===== src/rtl/irq_ctrl_pkg.sv =====
package irq_ctrl_pkg;
  localparam int unsigned ADDR_W = 16;
  localparam int unsigned DATA_W = 32;

  localparam logic [ADDR_W-1:0] OFS_PEND  = 16'hF000;
  localparam logic [ADDR_W-1:0] OFS_MASK  = 16'hF010;
  localparam logic [ADDR_W-1:0] OFS_SFLAG = 16'hF230;

  typedef enum logic [1:0] {
    SEL_NONE,
    SEL_PEND,
    SEL_MASK,
    SEL_SFLAG
  } reg_sel_e;

  function automatic reg_sel_e decode_addr(input logic [ADDR_W-1:0] addr);
    case (addr)
      OFS_PEND:  return SEL_PEND;
      OFS_MASK:  return SEL_MASK;
      OFS_SFLAG: return SEL_SFLAG;
      default:   return SEL_NONE;
    endcase
  endfunction
endpackage


===== src/rtl/irq_edge_det.sv =====
module irq_edge_det #(
  parameter int unsigned W = 16
) (
  input  logic         clk_i,
  input  logic         rst_ni,
  input  logic [W-1:0] lvl_i,
  output logic [W-1:0] rise_o
);
  logic [W-1:0] lvl_q;

  for (genvar i = 0; i < W; i++) begin : g_bit
    always_ff @(posedge clk_i or negedge rst_ni) begin
      if (!rst_ni) lvl_q[i] <= 1'b0;
      else         lvl_q[i] <= lvl_i[i];
    end
    assign rise_o[i] = lvl_i[i] & ~lvl_q[i];
  end
endmodule


===== src/rtl/irq_w1c_reg.sv =====
module irq_w1c_reg #(
  parameter int unsigned W = 16
) (
  input  logic         clk_i,
  input  logic         rst_ni,
  input  logic [W-1:0] set_i,
  input  logic         clr_en_i,
  input  logic [W-1:0] clr_i,
  output logic [W-1:0] q_o
);
  logic [W-1:0] clr_eff;

  assign clr_eff = clr_en_i ? clr_i : '0;

  // set has priority over a same-cycle clear
  always_ff @(posedge clk_i or negedge rst_ni) begin
    if (!rst_ni) q_o <= '0;
    else         q_o <= (q_o & ~clr_eff) | set_i;
  end

  AST_SET_WINS: assert property (@(posedge clk_i) disable iff (!rst_ni)
    (|set_i) |=> ((q_o & $past(set_i)) == $past(set_i)));

  AST_CLR_ONLY: assert property (@(posedge clk_i) disable iff (!rst_ni)
    (set_i == '0 && clr_en_i) |=> (q_o == ($past(q_o) & ~$past(clr_i))));

  AST_HOLD: assert property (@(posedge clk_i) disable iff (!rst_ni)
    (set_i == '0 && !clr_en_i) |=> $stable(q_o));
endmodule


===== src/rtl/irq_toggle_mask.sv =====
module irq_toggle_mask #(
  parameter int unsigned W = 16
) (
  input  logic         clk_i,
  input  logic         rst_ni,
  input  logic         wr_i,
  input  logic [W-1:0] tog_i,
  output logic [W-1:0] mask_o
);
  always_ff @(posedge clk_i or negedge rst_ni) begin
    if (!rst_ni)   mask_o <= '0;
    else if (wr_i) mask_o <= mask_o ^ tog_i;
  end

  AST_MASK_STABLE: assert property (@(posedge clk_i) disable iff (!rst_ni)
    !wr_i |=> $stable(mask_o));

  AST_MASK_FLIP: assert property (@(posedge clk_i) disable iff (!rst_ni)
    wr_i |=> ((mask_o ^ $past(mask_o)) == $past(tog_i)));
endmodule


===== src/rtl/irq_toggle_ctrl.sv =====
module irq_toggle_ctrl
  import irq_ctrl_pkg::*;
#(
  parameter int unsigned N_LINES   = 16,
  parameter int unsigned SEC_N     = 2,
  parameter int unsigned SEC_BASE  = 8,
  parameter int unsigned SEC_STEP  = 2,
  parameter int unsigned CASC_LINE = 1
) (
  input  logic              clk_i,
  input  logic              rst_ni,
  input  logic              bus_vld_i,
  input  logic              bus_we_i,
  input  logic [ADDR_W-1:0] bus_addr_i,
  input  logic [DATA_W-1:0] bus_wdata_i,
  output logic [DATA_W-1:0] bus_rdata_o,
  input  logic [N_LINES-1:0] line_i,
  input  logic [SEC_N-1:0]  sec_i,
  output logic              irq_o
);
  localparam int unsigned FLAG_W = SEC_BASE + SEC_STEP * (SEC_N - 1) + 1;

  reg_sel_e           sel;
  logic               wr, rd;
  logic [SEC_N-1:0]   sec_rise;
  logic [FLAG_W-1:0]  flag_set, flag_ok, flag_q;
  logic               any_flag;
  logic [N_LINES-1:0] eff_lines, prim_rise, pend_q, mask_q;
  logic [DATA_W-1:0]  rdata_d;

  assign sel = decode_addr(bus_addr_i);
  assign wr  = bus_vld_i & bus_we_i;
  assign rd  = bus_vld_i & ~bus_we_i;

  // secondary flags at sparse positions
  irq_edge_det #(.W(SEC_N)) i_sec_edge (
    .clk_i (clk_i),
    .rst_ni(rst_ni),
    .lvl_i (sec_i),
    .rise_o(sec_rise)
  );

  for (genvar b = 0; b < FLAG_W; b++) begin : g_flag_map
    if ((b >= SEC_BASE) && (((b - SEC_BASE) % SEC_STEP) == 0)) begin : g_used
      assign flag_set[b] = sec_rise[(b - SEC_BASE) / SEC_STEP];
      assign flag_ok[b]  = 1'b1;
    end else begin : g_gap
      assign flag_set[b] = 1'b0;
      assign flag_ok[b]  = 1'b0;
    end
  end

  irq_w1c_reg #(.W(FLAG_W)) i_flag_reg (
    .clk_i   (clk_i),
    .rst_ni  (rst_ni),
    .set_i   (flag_set),
    .clr_en_i(wr && (sel == SEL_SFLAG)),
    .clr_i   (bus_wdata_i[FLAG_W-1:0]),
    .q_o     (flag_q)
  );

  assign any_flag = |flag_q;

  // cascade the flag group into one primary line
  for (genvar n = 0; n < N_LINES; n++) begin : g_eff
    if (n == CASC_LINE) begin : g_casc
      assign eff_lines[n] = line_i[n] | any_flag;
    end else begin : g_plain
      assign eff_lines[n] = line_i[n];
    end
  end

  irq_edge_det #(.W(N_LINES)) i_prim_edge (
    .clk_i (clk_i),
    .rst_ni(rst_ni),
    .lvl_i (eff_lines),
    .rise_o(prim_rise)
  );

  irq_w1c_reg #(.W(N_LINES)) i_pend_reg (
    .clk_i   (clk_i),
    .rst_ni  (rst_ni),
    .set_i   (prim_rise),
    .clr_en_i(wr && (sel == SEL_PEND)),
    .clr_i   (bus_wdata_i[N_LINES-1:0]),
    .q_o     (pend_q)
  );

  irq_toggle_mask #(.W(N_LINES)) i_mask (
    .clk_i (clk_i),
    .rst_ni(rst_ni),
    .wr_i  (wr && (sel == SEL_MASK)),
    .tog_i (bus_wdata_i[N_LINES-1:0]),
    .mask_o(mask_q)
  );

  always_ff @(posedge clk_i or negedge rst_ni) begin
    if (!rst_ni) irq_o <= 1'b0;
    else         irq_o <= |(pend_q & mask_q);
  end

  always_comb begin
    rdata_d = '0;
    case (sel)
      SEL_PEND:  rdata_d = DATA_W'(pend_q);
      SEL_MASK:  rdata_d = DATA_W'(mask_q);
      SEL_SFLAG: rdata_d = DATA_W'(flag_q);
      default:   rdata_d = '0;
    endcase
  end

  always_ff @(posedge clk_i or negedge rst_ni) begin
    if (!rst_ni)  bus_rdata_o <= '0;
    else if (rd)  bus_rdata_o <= rdata_d;
  end

  AST_IRQ_RAISE: assert property (@(posedge clk_i) disable iff (!rst_ni)
    (|(pend_q & mask_q)) |=> irq_o);

  AST_IRQ_QUIET: assert property (@(posedge clk_i) disable iff (!rst_ni)
    ((pend_q & mask_q) == '0) |=> !irq_o);

  AST_FLAG_SPARSE: assert property (@(posedge clk_i) disable iff (!rst_ni)
    ((flag_q & ~flag_ok) == '0));

  AST_CASC_SETS: assert property (@(posedge clk_i) disable iff (!rst_ni)
    ($rose(any_flag) && !$past(line_i[CASC_LINE]) && !line_i[CASC_LINE]) |=> pend_q[CASC_LINE]);
endmodule


===== config.mk =====
export PLATFORM = sky130hd
export DESIGN_NAME = irq_toggle_ctrl
export DESIGN_NICKNAME = d
export VERILOG_FILES = /design/src/rtl/irq_ctrl_pkg.sv /design/src/rtl/irq_edge_det.sv /design/src/rtl/irq_w1c_reg.sv /design/src/rtl/irq_toggle_mask.sv /design/src/rtl/irq_toggle_ctrl.sv
export SDC_FILE = /design/constraint.sdc
export NUM_CORES = 1
export LEC_CHECK = 0
export ABC_AREA = 1
export BUFFER_PORTS_ARGS = -buffer_cell sky130_fd_sc_hd__buf_2
export CORE_UTILIZATION = 25
export CTS_CLUSTER_DIAMETER = 40
export CTS_CLUSTER_SIZE = 25
export DETAILED_ROUTE_END_ITERATION = 10
export PLACE_DENSITY_LB_ADDON = 0.15
export SYNTH_ARGS = -nofsm -noshare
export SYNTH_HDL_FRONTEND = slang
export SYNTH_SLANG_ARGS = --single-unit

===== constraint.sdc =====
create_clock -name clk_i -period 1.1 [get_ports clk_i]
set_clock_uncertainty 0.2 [all_clocks]
set_input_delay 0.11 -clock clk_i [delete_from_list [all_inputs] [get_ports clk_i]]
set_output_delay 0.11 -clock clk_i [all_outputs]
set_load 0.005 [all_outputs]

==> impl_metrics.tcl, run 1 <==
set metrics [dict create \
    timing.fmax_mhz 780.2 \
    worst_slack_ns -0.1817 \
    first_pass_grt_wire_length_um 17310 \
    die_area_mm2 0.01522 \
    violated_checks "negative hold slack, negative setup slack" \
    powerDensity_mw_per_mm2 1024 \
    critPathCapture "i_pend_reg.q_o[1]$_DFF_PN0_" \
    detailed_place_hpwl_um 7162 \
    tritoncts "yes" \
    critical_path_cell_count 4 \
    vias_per_cell 4.339 \
    synth.lib_cells_used.distinct 22 \
    timing.reg2reg.worst_path_depth 4 \
    nFillCells 1375 \
    routabilityCongestion 0.7746 \
    wl_per_cell_um 14.25 \
    critical_path_class "flip-flop to flip-flop" \
    vdd_ir_drop_max_v 0.0008866 \
    arrival_ns 1.32 \
    run_status "complete, but fails checks" \
    initial_utilization_pct 26.02 \
    drt_wl_total_um 11560 \
    cts.sink_count 78 \
    dp.cells 731 \
    leakagePower_nw 3.322 \
    critical-path-top-cell-by-count "nand2_1" \
    clock_tree.root_cell "clkbuf_16" \
    overall_routing_resource_usage_pct 15.14 \
    cts_buffers 9 \
    startpoint "i_flag_reg.q_o[9]$_DFF_PN0_" \
    io_pins 103 \
    area_taken_by_multi_input_logic_gates_mm2 0.002148 \
    end_kind "flip-flop" \
    critical_path.max_fanout 2 \
    timing_hold_violations_final 2 \
    totalNegativeSetupSlack_ns -3.754 \
    cap_violations 0 \
    diodes 0 \
    crit-reg2reg-launch "i_flag_reg.q_o[9]$_DFF_PN0_" \
    min_period_over_period_pct 116.5 \
    stdcell_count 811 \
    ff_latch_area_mm2 0.001952 \
    areaGrowthSynthToFinish_pct 77.10 \
    crit_required_ns 1.14 \
    clock_insertion_delay_worst_skew_ns 0.35 \
    grt_antenna_before_repair 0 \
    path_delay_family "simple AND/OR/NAND/NOR gates" \
    cts_hold_buf 34 \
    slowest_delay_ns 0.40 \
    coreArea_mm2 0.01415 \
    avg_inst_size_synth_um2 8.407 \
    drive_gt1_share_pct 49.29 \
    maxSlewViolCount 0 \
    synth-warning-count 0 \
    final.min_clock_period_ns 1.282 \
    num-nets-final 696 \
    htree_num_levels 3 \
    worst_setup_path_start_kind "flip-flop" \
    clock_tree.buffer_depth 2 \
    grt_remaining_overflow 0 \
    yosysSeqAreaShare_pct 53.01 \
    syn_inst 438 \
    cp_slowest_cell "dfrtp_1" \
    reg2reg_slack_ns -0.18 \
    worst_setup_hold_path_clk_slew_ns 0.06 \
    hold-worst-slack_ns -0.1258 \
    detailed_routing_iterations_pass_1 4 \
    drt.antenna.violating_nets 0 \
    synth.cell_area_mm2 0.003682 \
    critPathBufInv 0 \
    grt_setup_unrepaired "true" \
    grt_start_max_net_pins 48 \
    first_global_vias 3437 \
    path_cells "nor4_2 > nand3_1 > nand2_1 > nand2_1" \
    floorplan.die.height_um 123.4 \
    ys_seq_elements 78 \
    place.port_buffers 70 \
    route.vias.total 3519 \
    timing.rr.end "i_pend_reg.q_o[1]$_DFF_PN0_" \
    hold_path.class "input pin to flip-flop" \
    rows 43 \
    die_width_um 123.4 \
    post_route_drc 0 \
    setup_viol 67 \
    detail_route.iter0.violations 136 \
]
[power breakdown]
| group | internal (mW) | switching, mW |
|---|---|---|
| combinational | 0.264 | 0.292 |
| sequential | 2.91 | 0.0111 |
| clock | 2.04 | 1.16 |
[final cells by class]
type	instances	area share, %
sequential	78	29.93
clock buffer	12	3.780
tap	180	3.454
multi-input combinational	315	32.94
inverter	29	1.784
timing repair buffer	193	27.03
clock inverter	4	1.074
[how the worst min path moves through the flow]
| stage | start | to | slack (ns) | cells after the start |
|---|---|---|---|---|
| after floorplan | rst_ni | bus_rdata_o[0]$_DFFE_PN0P_ | -0.39 | 0 |
| after global placement | rst_ni | i_prim_edge.lvl_q[2]$_DFF_PN0_ | -0.10 | 2 |
| after detailed placement | rst_ni | i_prim_edge.lvl_q[2]$_DFF_PN0_ | -0.09 | 2 |
| after CTS | line_i[1] | i_prim_edge.lvl_q[1]$_DFF_PN0_ | -0.13 | 3 |
| after global routing | line_i[1] | i_prim_edge.lvl_q[1]$_DFF_PN0_ | -0.11 | 3 |
| final | line_i[1] | i_prim_edge.lvl_q[1]$_DFF_PN0_ | -0.13 | 3 |
[kinds of logic (layout without fill, tap and decap cells)]
kind of cell / Yosys count / in the layout / share of synthesized area [%]
other: 1 / 16 / 0.1018
AOI/OAI and AO/OA: 31 / 31 / 4.927
DFF: 78 / 78 / 53.01
buffers and inverters: 60 / 238 / 8.834
xor gates and xnor gates: 16 / 16 / 3.806
and+or+nand+nor: 252 / 252 / 29.32
[routing by layer]
| metal | share of wire (%) | GRT usage (%) |
|---|---|---|
| met5 | 0 | 0 |
| met4 | 1.8 | 5.120 |
| met3 | 4.2 | 3.782 |
| met2 | 48 | 24.34 |
| met1 | 46 | 19.78 |
[placed cells by master, fill, tap and decap left out, drive strengths merged]
| cell | count |
|---|---|
| buf | 155 |
| inv | 29 |
| nor4 | 3 |
| a21oi | 1 |
| nand2 | 176 |
| nand3 | 54 |
| clkinv | 2 |
| nor2 | 17 |
| clkbuf | 16 |
| o21ai | 20 |
| dfrtp | 78 |
| nand4 | 2 |
| conb | 16 |
| dlygate4sd3 | 34 |
| xor2 | 16 |
| a21boi | 9 |
| a221oi | 1 |
| bufinv | 2 |
[worst reg2reg max path, cell delays in order, from the launching register on]
cell     delay (ns)
dfrtp_1        0.40
nor4_2         0.29
nand3_1        0.16
nand2_1        0.09
nand2_1        0.04
[through the flow]
stage	hold slack (ns)	setup WS, ns	utilization, %	instance area, um^2	power (mW)
2_1_floorplan	-0.3856	-0.1630	-	3829	3.132
3_3_place_gp	-0.1008	-0.3259	33.49	4738	3.367
3_5_place_dp	-0.09347	-0.3496	33.49	4738	3.371
4_1_cts	-0.1321	-0.2036	40.39	5715	6.703
5_1_grt	-0.1141	-0.2507	46.09	6521	6.951
6_report	-0.1258	-0.1817	46.09	6521	6.678
[cell usage after synthesis]
cell type,n,share of area [%]
nand2_1,173,18
dfrtp_1,78,53
nand3_1,54,7.3
inv_1,29,3.0
buf_4,19,3.9
xor2_1,16,3.8
o21ai_0,11,1.5
a21boi_0,9,1.8
o21ai_1,9,1.2
nor2_1,8,0.82
nor2_2,6,1.0
buf_2,5,0.68
clkbuf_1,4,0.41
buf_6,3,0.92
nand2_2,3,0.51
nor4_1,3,0.51
nand4_1,2,0.34
nor2_4,2,0.61
a21oi_1,1,0.14
a221oi_1,1,0.24
conb_1,1,0.10
nor2_8,1,0.54
[flip-flops by register name, summed over array words and instances (netlist names)]
name               flops
bus_rdata_o           16
i_flag_reg.q_o        11
i_mask.mask_o         16
i_pend_reg.q_o        16
i_prim_edge.lvl_q     16
i_sec_edge.lvl_q       2
irq_o                  1
[what timing repair did]
| item | in CTS | in global routing |
|---|---|---|
| buffers inserted | 12 | 16 |
| hold endpoints to repair | 139 | 1 |
| gates resized for setup | 56 | 157 |
| cloned | 0 | 7 |
| pin swaps | 17 | 58 |
| endpoints found under the setup margin | 31 | 78 |
No activity file was read; power rests on OpenSTA's default activity.
==> run 2: changes to the inputs <==
--- a/config.mk
+++ b/config.mk
@@ -5,7 +5,6 @@
 export SDC_FILE = /design/constraint.sdc
 export NUM_CORES = 1
 export LEC_CHECK = 0
-export ABC_AREA = 1
 export BUFFER_PORTS_ARGS = -buffer_cell sky130_fd_sc_hd__buf_2
 export CORE_UTILIZATION = 25
 export CTS_CLUSTER_DIAMETER = 40
==> constraint.sdc (replaced) <==
create_clock -name clk_i -period 1.2 [get_ports clk_i]
set_clock_uncertainty 0.2 [all_clocks]
set_input_delay 0.12 -clock clk_i [delete_from_list [all_inputs] [get_ports clk_i]]
set_output_delay 0.12 -clock clk_i [all_outputs]
set_load 0.005 [all_outputs]
==> run 2 against run 1 <==
Worst hold slack lost 0.053 ns. Largest cell class is now flip-flops and latches. Combinational power shrank 9.7%. Worst setup slack worse by 0.24 ns. Global-route usage fell by 0.091 points. Non-clock buffer count is 17 lower. The flow still finishes with violations (negative hold slack, negative setup slack). Sequential cell count stayed put. Critical endpoint is now i_pend_reg.q_o[9]$_DFF_PN0_. First-iteration DRC count fell by 12%. Design area decreased by 18%.
==> impl_metrics.tcl, run 2 <==
set metrics [dict create \
    run_status "complete, but fails checks" \
    violated_checks "negative hold slack, negative setup slack" \
    drt.antenna.violating_nets 0 \
    die_area_mm2 0.01414 \
    synth_top_cells_by_area "dfrtp_1, a221o_1, xnor2_1" \
    worst_setup_hold_path_clk_slew_ns 0.06 \
    synth_edf_count 0 \
    power.total_mw 5.939 \
    final.min_clock_period_ns 1.624 \
    final_cell_area_mm2 0.005330 \
    worst_slack_ns -0.4239 \
    yosysSeqAreaShare_pct 57.10 \
    ff_latch_area_mm2 0.001952 \
    worst_setup_path_start_kind "input pin" \
    overall_routing_resource_usage_pct 15.05 \
    crit_required_ns 1.21 \
    synth.top_cell.area_share_pct 57.10 \
    timing_hold_violations_final 14 \
    powerDensity_mw_per_mm2 1114 \
    rows 42 \
    clock_tree.buffer_depth 2 \
    initial_utilization_pct 25.71 \
    setup_viol 61 \
    vdd_ir_drop_max_v 0.0008014 \
    floorplan.die.height_um 118.9 \
    synth.cell_area_mm2 0.003418 \
    synth_flop_cell "dfrtp_1" \
    drt_wl_total_um 10160 \
    avg_inst_size_synth_um2 11.59 \
    post_route_drc 0 \
    place.port_buffers 70 \
    synth.cells.most_frequent "dfrtp_1, nand4_1, a221o_1, inv_1, nor2b_1" \
    tritoncts "yes" \
    diodes 0 \
    layout_commonest_cell "dfrtp_1" \
    cts_buffers 9 \
    async_reset_ff_share_pct 100.0 \
    placement.setup.worst_slack_ns -0.8487 \
    grt_setup_unrepaired "true" \
    synth-warning-count 0 \
    nFillCells 1312 \
    hold-worst-slack_ns -0.1789 \
    detailed_routing_iterations_pass_1 5 \
    cts_hold_buf 34 \
    grt_start_max_net_pins 33 \
    first_global_vias 2866 \
    hold_path_depth 3 \
    cap_violations 0 \
    hold_path.class "input pin to flip-flop" \
    io_pins 103 \
    detail_route.iter0.violations 120 \
    timing.reg2reg.worst_path_depth 4 \
    synth.most_common_cell "dfrtp_1" \
    leakagePower_nw 2.464 \
    coreArea_mm2 0.01330 \
    area_taken_by_multi_input_logic_gates_mm2 0.001445 \
    timing.fmax_mhz 615.8 \
    arrival_ns 1.64 \
    areaGrowthSynthToFinish_pct 55.93 \
    synth.lib_cells_used.distinct 33 \
    routabilityCongestion 0.7725 \
    end_kind "flip-flop" \
    vias_per_cell 4.466 \
    ys_seq_elements 78 \
    critical_path.max_fanout 8 \
    min_period_over_period_pct 135.3 \
    wl_per_cell_um 15.68 \
    most-common-layout-cells "dfrtp_1, buf_2, buf_4" \
    htree_num_levels 3 \
    route.vias.total 2894 \
    syn_inst 295 \
    clock_tree.root_cell "clkbuf_16" \
    maxSlewViolCount 0 \
    critical_path_class "input pin to flip-flop" \
    drive_gt1_share_pct 41.31 \
    post_dp_cell_area_mm2 0.004442 \
    detailed_place_hpwl_um 7005 \
    die_width_um 118.9 \
    synth_top_area_cell "dfrtp_1" \
    num-nets-final 537 \
    grt_remaining_overflow 0 \
    first_pass_grt_wire_length_um 16030 \
    cts.sink_count 78 \
    grt_antenna_before_repair 0 \
    clock_insertion_delay_worst_skew_ns 0.33 \
]
-- run 2: cell types whose count changed after synthesis, sizes merged, moves of 13 or more --
cell,delta
nor2b,+18
nand2,-159
xnor2,+16
nor2,-13
a22o,+15
a221o,+18
nand4,+17
xor2,-16
nand3,-52
-- run 2: metal layers --
| metal | wire length [um] | global-route usage, % | share of wire (%) |
|---|---|---|---|
| met5 | 0 | 0 | 0 |
| met4 | 79 | 3.085 | 0.78 |
| met3 | 536 | 4.262 | 5.3 |
| met2 | 4602 | 23.39 | 45 |
| met1 | 4939 | 20.81 | 49 |
-- run 2: cell type report --
type | instances | area share [%]
Clock buffer | 12 | 4.812
Clock inverter | 4 | 0.8451
Inverter | 18 | 1.268
Multi-Input combinational cell | 184 | 27.11
Sequential cell | 78 | 36.62
Tap cell | 176 | 4.131
Timing Repair Buffer | 176 | 25.21
-- run 2: path summary, 6_finish.rpt --
kind	start	to	slack, ns
max	bus_addr_i[1]	i_pend_reg.q_o[9]$_DFF_PN0_	-0.42
min	line_i[1]	i_prim_edge.lvl_q[1]$_DFF_PN0_	-0.18
max reg2reg	i_flag_reg.q_o[7]$_DFF_PN0_	i_pend_reg.q_o[1]$_DFF_PN0_	-0.31
min reg2reg	bus_rdata_o[11]$_DFFE_PN0P_	bus_rdata_o[11]$_DFFE_PN0P_	0.27
max in group asynchronous	rst_ni	i_mask.mask_o[4]$_DFFE_PN0P_	0.34
min in group asynchronous	rst_ni	i_mask.mask_o[12]$_DFFE_PN0P_	0
-- run 2: report_power, final --
group	switching (mW)	total [mW]	internal, mW
sequential	0.00667	2.67	2.66
combinational	0.260	0.502	0.242
clock	1.06	2.77	1.71
-- run 2: what timing repair did --
item | in CTS | in global routing
setup endpoints to repair | 62 | 66
setup buffers | 2 | 4
gates cloned | 1 | 1
pin swaps | 8 | 11
endpoints found under the hold margin | 139 | 2
gates resized for setup | 46 | 15
-- run 2: through the flow --
stage,cells,util [%],setup TNS [ns]
2_1_floorplan,310,-,-29.87
3_3_place_gp,590,33.41,-40.01
3_5_place_dp,590,33.41,-39.93
4_1_cts,643,39.36,-18.81
5_1_grt,648,40.09,-24.00
6_report,648,40.09,-21.30
-- run 2: cell families after synthesis --
group / after synthesis / synth area share (%)
AO/OA/AOI/OAI: 74 / 17.02
multiplexers: 5 / 1.464
other: 1 / 0.1097
buffers and inverters: 49 / 7.503
XOR/XNOR: 16 / 4.099
flip-flops: 78 / 57.10
AND/OR/NAND/NOR: 72 / 12.70
-- run 2: worst max-delay path, cell delays in order --
cell	delay, ns
buf_6	0.09
or4_4	0.55
nor4_4	0.20
buf_6	0.21
nand2_4	0.14
a221o_1	0.32
